File: src/rtl/chg_alert_pkg.sv
package chg_alert_pkg;
  localparam logic [1:0] MODE_ALERT = 2'b10;

  typedef enum logic [2:0] {
    AR_IDLE,
    AR_ADDR,
    AR_ACKW,
    AR_ACK,
    AR_SEND,
    AR_REL
  } ar_state_e;

  // sticky flag order inside the flag vector
  localparam int F_UVLO = 0;
  localparam int F_VBAT = 1;
  localparam int F_LO   = 2;
  localparam int F_HI   = 3;
  localparam int F_OVF  = 4;
  localparam int NFLAG  = 5;
endpackage

File: src/rtl/chg_stat_flags.sv
module chg_stat_flags
  import chg_alert_pkg::*;
#(
  parameter int CW = 16
) (
  input  logic          clk,
  input  logic          rst_n,
  input  logic [CW-1:0] charge,
  input  logic [CW-1:0] thr_hi,
  input  logic [CW-1:0] thr_lo,
  input  logic          ovf_evt,
  input  logic          vbat_low,
  input  logic          uvlo_evt,
  input  logic          stat_rd,
  output logic [7:0]    status
);
  logic [NFLAG-1:0] cause;
  logic [NFLAG-1:0] flag;

  always_comb begin
    cause         = '0;
    cause[F_UVLO] = uvlo_evt;
    cause[F_VBAT] = vbat_low;
    cause[F_LO]   = (charge < thr_lo);
    cause[F_HI]   = (charge > thr_hi);
    cause[F_OVF]  = ovf_evt;
  end

  // a read reloads each flag from its live cause; otherwise flags are sticky
  for (genvar i = 0; i < NFLAG; i++) begin : g_flag
    always_ff @(posedge clk or negedge rst_n) begin
      if (!rst_n)       flag[i] <= 1'b0;
      else if (stat_rd) flag[i] <= cause[i];
      else              flag[i] <= flag[i] | cause[i];
    end
  end

  assign status = {1'b1, 1'b0, flag[F_OVF], 1'b0,
                   flag[F_HI], flag[F_LO], flag[F_VBAT], flag[F_UVLO]};
endmodule

File: src/rtl/chg_alert_ctl.sv
module chg_alert_ctl
  import chg_alert_pkg::*;
#(
  parameter int NSRC = 4
) (
  input  logic            clk,
  input  logic            rst_n,
  input  logic [NSRC-1:0] src,
  input  logic [1:0]      pin_mode,
  input  logic            win,
  output logic            alr
);
  logic            mode_ok;
  logic [NSRC-1:0] src_m;
  logic [NSRC-1:0] src_prev;
  logic            evt;

  assign mode_ok = (pin_mode == MODE_ALERT);
  assign src_m   = mode_ok ? src : '0;
  assign evt     = |(src_m & ~src_prev);

  always_ff @(posedge clk or negedge rst_n) begin
    if (!rst_n) begin
      src_prev <= '0;
      alr      <= 1'b0;
    end else begin
      src_prev <= src_m;
      if (!mode_ok)  alr <= 1'b0;
      else if (evt)  alr <= 1'b1;
      else if (win)  alr <= 1'b0;
    end
  end
endmodule

File: src/rtl/chg_ara_resp.sv
module chg_ara_resp
  import chg_alert_pkg::*;
#(
  parameter logic [6:0] SELF_ADDR = 7'h64,
  parameter logic [6:0] ARA_ADDR  = 7'h0C
) (
  input  logic clk,
  input  logic rst_n,
  input  logic scl,
  input  logic sda,
  input  logic alr,
  output logic sda_pull,
  output logic win
);
  localparam logic [7:0] ARA_BYTE  = {ARA_ADDR, 1'b1};
  localparam logic [7:0] RESP_BYTE = {SELF_ADDR, 1'b1};

  ar_state_e  st;
  logic       scl_r, sda_r;
  logic [6:0] sh;
  logic [6:0] tx;
  logic [2:0] cnt;
  logic       scl_rise, scl_fall, start_c, stop_c, lost;

  assign scl_rise = scl & ~scl_r;
  assign scl_fall = ~scl & scl_r;
  assign start_c  = scl & scl_r & sda_r & ~sda;
  assign stop_c   = scl & scl_r & ~sda_r & sda;
  assign lost     = ~sda_pull & ~sda;
  assign win      = (st == AR_SEND) && scl_rise && !lost && (cnt == 3'd7)
                    && !start_c && !stop_c;

  always_ff @(posedge clk or negedge rst_n) begin
    if (!rst_n) begin
      st       <= AR_IDLE;
      scl_r    <= 1'b1;
      sda_r    <= 1'b1;
      sh       <= '0;
      tx       <= '0;
      cnt      <= '0;
      sda_pull <= 1'b0;
    end else begin
      scl_r <= scl;
      sda_r <= sda;
      if (start_c) begin
        st       <= AR_ADDR;
        cnt      <= '0;
        sda_pull <= 1'b0;
      end else if (stop_c) begin
        st       <= AR_IDLE;
        sda_pull <= 1'b0;
      end else begin
        case (st)
          AR_ADDR: if (scl_rise) begin
            sh  <= {sh[5:0], sda};
            cnt <= cnt + 3'd1;
            if (cnt == 3'd7)
              st <= (({sh, sda} == ARA_BYTE) && alr) ? AR_ACKW : AR_IDLE;
          end
          AR_ACKW: if (scl_fall) begin
            sda_pull <= 1'b1;
            st       <= AR_ACK;
          end
          AR_ACK: if (scl_fall) begin
            tx       <= RESP_BYTE[6:0];
            sda_pull <= ~RESP_BYTE[7];
            cnt      <= '0;
            st       <= AR_SEND;
          end
          AR_SEND: begin
            if (scl_rise) begin
              if (lost)              st  <= AR_IDLE;
              else if (cnt == 3'd7)  st  <= AR_REL;
              else                   cnt <= cnt + 3'd1;
            end else if (scl_fall) begin
              sda_pull <= ~tx[6];
              tx       <= {tx[5:0], 1'b0};
            end
          end
          AR_REL: if (scl_fall) begin
            sda_pull <= 1'b0;
            st       <= AR_IDLE;
          end
          default: st <= AR_IDLE;
        endcase
      end
    end
  end
endmodule

File: src/rtl/chg_status_alert.sv
module chg_status_alert
  import chg_alert_pkg::*;
#(
  parameter int         CW        = 16,
  parameter logic [6:0] SELF_ADDR = 7'h64,
  parameter logic [6:0] ARA_ADDR  = 7'h0C
) (
  input  logic          clk,
  input  logic          rst_n,
  input  logic [CW-1:0] charge,
  input  logic [CW-1:0] thr_hi,
  input  logic [CW-1:0] thr_lo,
  input  logic          ovf_evt,
  input  logic          vbat_low,
  input  logic          uvlo_evt,
  input  logic [1:0]    pin_mode,
  input  logic          stat_rd,
  input  logic          scl_in,
  input  logic          sda_in,
  output logic [7:0]    status,
  output logic          alert_pull,
  output logic          sda_pull
);
  logic       alr;
  logic       win;
  logic [3:0] alert_src;

  chg_stat_flags #(.CW(CW)) u_flags (
    .clk(clk), .rst_n(rst_n), .charge(charge), .thr_hi(thr_hi),
    .thr_lo(thr_lo), .ovf_evt(ovf_evt), .vbat_low(vbat_low),
    .uvlo_evt(uvlo_evt), .stat_rd(stat_rd), .status(status)
  );

  assign alert_src = {status[5], status[3], status[2], status[1]};

  chg_alert_ctl #(.NSRC(4)) u_alert (
    .clk(clk), .rst_n(rst_n), .src(alert_src), .pin_mode(pin_mode),
    .win(win), .alr(alr)
  );

  chg_ara_resp #(.SELF_ADDR(SELF_ADDR), .ARA_ADDR(ARA_ADDR)) u_ara (
    .clk(clk), .rst_n(rst_n), .scl(scl_in), .sda(sda_in), .alr(alr),
    .sda_pull(sda_pull), .win(win)
  );

  assign alert_pull = alr;
endmodule

File: config.mk
export PLATFORM = sky130hd
export DESIGN_NAME = chg_status_alert
export DESIGN_NICKNAME = d
export VERILOG_FILES = /design/src/rtl/chg_alert_pkg.sv /design/src/rtl/chg_stat_flags.sv /design/src/rtl/chg_alert_ctl.sv /design/src/rtl/chg_ara_resp.sv /design/src/rtl/chg_status_alert.sv
export SDC_FILE = /design/constraint.sdc
export NUM_CORES = 1
export LEC_CHECK = 0
export BUFFER_PORTS_ARGS = -buffer_cell sky130_fd_sc_hd__buf_2
export CAP_MARGIN = 0
export CORE_AREA = 3 3 76 78
export DETAILED_ROUTE_END_ITERATION = 12
export DIE_AREA = 0 0 79 81
export GPL_TIMING_DRIVEN = 0
export PLACE_DENSITY = 0.78
export SLEW_MARGIN = 20
export SYNTH_ARGS = -nofsm -noshare
export SYNTH_HDL_FRONTEND = slang
export SYNTH_SLANG_ARGS = --single-unit
File: constraint.sdc
create_clock -name clk -period 1.7 [get_ports clk]
set_input_delay 0 -clock clk [delete_from_list [all_inputs] [get_ports clk]]
set_output_delay 0 -clock clk [all_outputs]
set_load 0.005 [all_outputs]
==> results.json <==
{
  "status": "finished with violations",
  "critPathSlowestCell": "or4b_4",
  "cp_num_buf_inv": 0,
  "ys_warn_count": 0,
  "clk_pin_slew_worst_paths_ps": 70,
  "final_nets": 447,
  "synth-seq-cells": 33,
  "row_count": 26,
  "h-tree-depth": 2,
  "cts_buffers": 5,
  "synth-main-ff-cell": "dfrtp_1",
  "total_power_mw": 2.15,
  "rsz0062_at_grt": "true",
  "ys_types": 47,
  "crit_required_ps": 1930,
  "fin_crit_sh": 1.03,
  "top_usage_layer": "met2",
  "grt_max_degree": 34,
  "worst_slew_pin_slew_ps": 716,
  "skew_ps": 5.36,
  "clockRootBuffer": "clkbuf_8",
  "start_util": 0.465,
  "io_pins": 68,
  "cp-start-kind": "register",
  "ff2ff_setup_slack_ps": -50,
  "synth_area_per_cell_um2": 8.73,
  "synth_edf_count": 0,
  "grt_util_met2": 0.329,
  "vias": 2235,
  "layout_commonest_cell": "buf_2",
  "ir_worst_vdd_mv": 0.342,
  "clk_path_buf_depth": 2,
  "drt_iter0_drc": 68,
  "final_cell_mix": "buf_2, inv_1, ha_1, dfrtp_1, a21oi_1",
  "setup_viol": 3,
  "drcViolationCount": 0,
  "grt_pass1_vias": 2303,
  "critical_path_class": "register to register",
  "fin_crit_ps": 1750,
  "hold_path_class": "primary input to register",
  "endpoint_kind": "register",
  "placed_area_um2": 2800,
  "drv_cap": 0,
  "cts_tree": "yes",
  "grt_pass1_wl_mm": 9.37,
  "slew_headroom": 0.523,
  "stdcell_area_um2": 3050,
  "maxSlewViolCount": 0,
  "crit_chain": "or3b_4 > or4b_4 > o31ai_2 > and2b_1",
  "antennaDiodeCount": 0,
  "via_per_inst": 5.23,
  "use_met3": 0.0488,
  "core_um2": 5140,
  "fmax_mhz": 571,
  "worstPathMaxFanout": 7,
  "async_reset_ff_frac": 1.00,
  "cp_slowest_stage_delay_ps": 490,
  "cts_sinks": 33,
  "yosysSeqAreaShare": 0.346,
  "synth_area_um2": 2390,
  "p_leak_nw": 1.64,
  "hold_viol_final": 0,
  "portBuffers": 64,
  "power_density_nw_per_um2": 706,
  "grt-ovfl-total": 0,
  "ant_nets": 0,
  "wire_per_inst_um": 12.8,
  "violations": "setup timing",
  "drive_gt1_frac": 0.289,
  "met1_usage": 0.201,
  "die_area_um2": 6400,
  "antenna_found_initial": 0,
  "setup_ws_ps": -50.5,
  "syn-instance-count": 274,
  "gr-usage-all-layers": 0.180,
  "routed_wl_mm": 5.45,
  "crit_family": "simple AND/OR/NAND/NOR gates",
  "cp.arrival_ps": 1980,
  "finalSetupTns_ps": -109,
  "routabilityCongestion": 0.882,
  "die_w_um": 79,
  "dp_hpwl_mm": 4.23,
  "clock_latency_ps": 290,
  "die_h_um": 81,
  "area_growth_syn_to_layout_pct": 27.6,
  "first_pass_iters": 4
}
## flip-flops by register name, indices dropped and copies added, names as in the netlist
signal	cells
u_ara.sh	7
u_ara.tx	7
u_flags.status	5
u_alert.src_prev	4
u_ara.cnt	3
u_ara.st	3
u_alert.alr	1
u_ara.scl_r	1
u_ara.sda_pull	1
u_ara.sda_r	1
## path summary, 6_finish.rpt
| check | start | to | cells after the start |
|---|---|---|---|
| max in group asynchronous | rst_n | u_ara.st[2]$_DFFE_PN0P_ | 2 |
| setup / recovery | u_ara.st[1]$_DFFE_PN0P_ | u_ara.st[1]$_DFFE_PN0P_ | 4 |
| min in group asynchronous | rst_n | u_ara.tx[6]$_DFFE_PN0P_ | 2 |
| hold reg to reg | u_ara.tx[0]$_DFFE_PN0P_ | u_ara.tx[0]$_DFFE_PN0P_ | 2 |
| setup reg to reg | u_ara.st[1]$_DFFE_PN0P_ | u_ara.st[1]$_DFFE_PN0P_ | 4 |
| hold / removal | pin_mode[0] | u_alert.alr$_DFFE_PN0P_ | 3 |
## cells in the mapped netlist, types with 4 or more instances
cell,count,share of area
a21o_1,6,0.019
a21oi_1,21,0.044
and2_1,4,0.010
buf_4,4,0.013
dfrtp_1,31,0.32
ha_1,33,0.17
inv_1,44,0.069
mux2_2,7,0.033
nand2_1,20,0.031
nand3_1,7,0.015
nand4_1,5,0.013
nor2_1,13,0.020
nor2b_1,6,0.016
nor3_1,4,0.0084
o21ai_0,13,0.027
o22ai_1,7,0.018
## cell families after synthesis
group | Yosys count | share of synthesized area
compound gates | 70 | 0.183
fa+ha+maj | 33 | 0.173
simple gates | 74 | 0.161
xor+xnor | 1 | 0.00366
other cells | 2 | 0.00314
mux | 9 | 0.0413
flops | 33 | 0.346
buf+inv | 52 | 0.0890
## tightest hold or removal path, cell delays in order
cell and delay, ps:
buf_2 70, nor2b_1 70, a21boi_0 130
## final cells by class
cell class | instances | area, um^2
plain buffers | 6 | 41.3
clock buffers | 6 | 82.6
clock inverters | 2 | 13.8
fillers | 463 | 2090
inverters | 44 | 165
multi-input cells | 190 | 1410
flip-flops and latches | 33 | 830
well taps | 70 | 87.6
repair buffers | 76 | 423
## timing repair
action,in CTS,in global routing
hold buffers,6,0
pin swaps,5,4
setup endpoints to repair,6,14
buffers inserted,5,1
endpoints found under the hold margin,36,0
gates resized for setup,6,9
## routing by layer
metal  wire length, um  up-vias
li1                  -     1117
met1              2210     1024
met2              2740       86
met3               427        8
met4                64        0
met5                 0        -
## power by group
part           leakage (nW)  switching (mW)  internal (mW)  total [mW]
combinational          1.17           0.280          0.296       0.577
sequential            0.415          0.0748          0.879       0.954
clock                0.0512           0.296          0.328       0.624
total                  1.64           0.651           1.50        2.15
## per-stage QoR
stage / hold WS [ps] / std cells / setup slack, ps / utilization
after global placement: 88.3 / 409 / -70.2 / 0.545
after floorplan: -296 / 275 / 34.0 / -
after detailed placement: 96.7 / 409 / -91.1 / 0.545
after CTS: 4.47 / 426 / -65.7 / 0.585
final: 29.4 / 427 / -50.5 / 0.594
after global routing: 54.6 / 427 / -115 / 0.594
(Power assumes the default switching activity.)
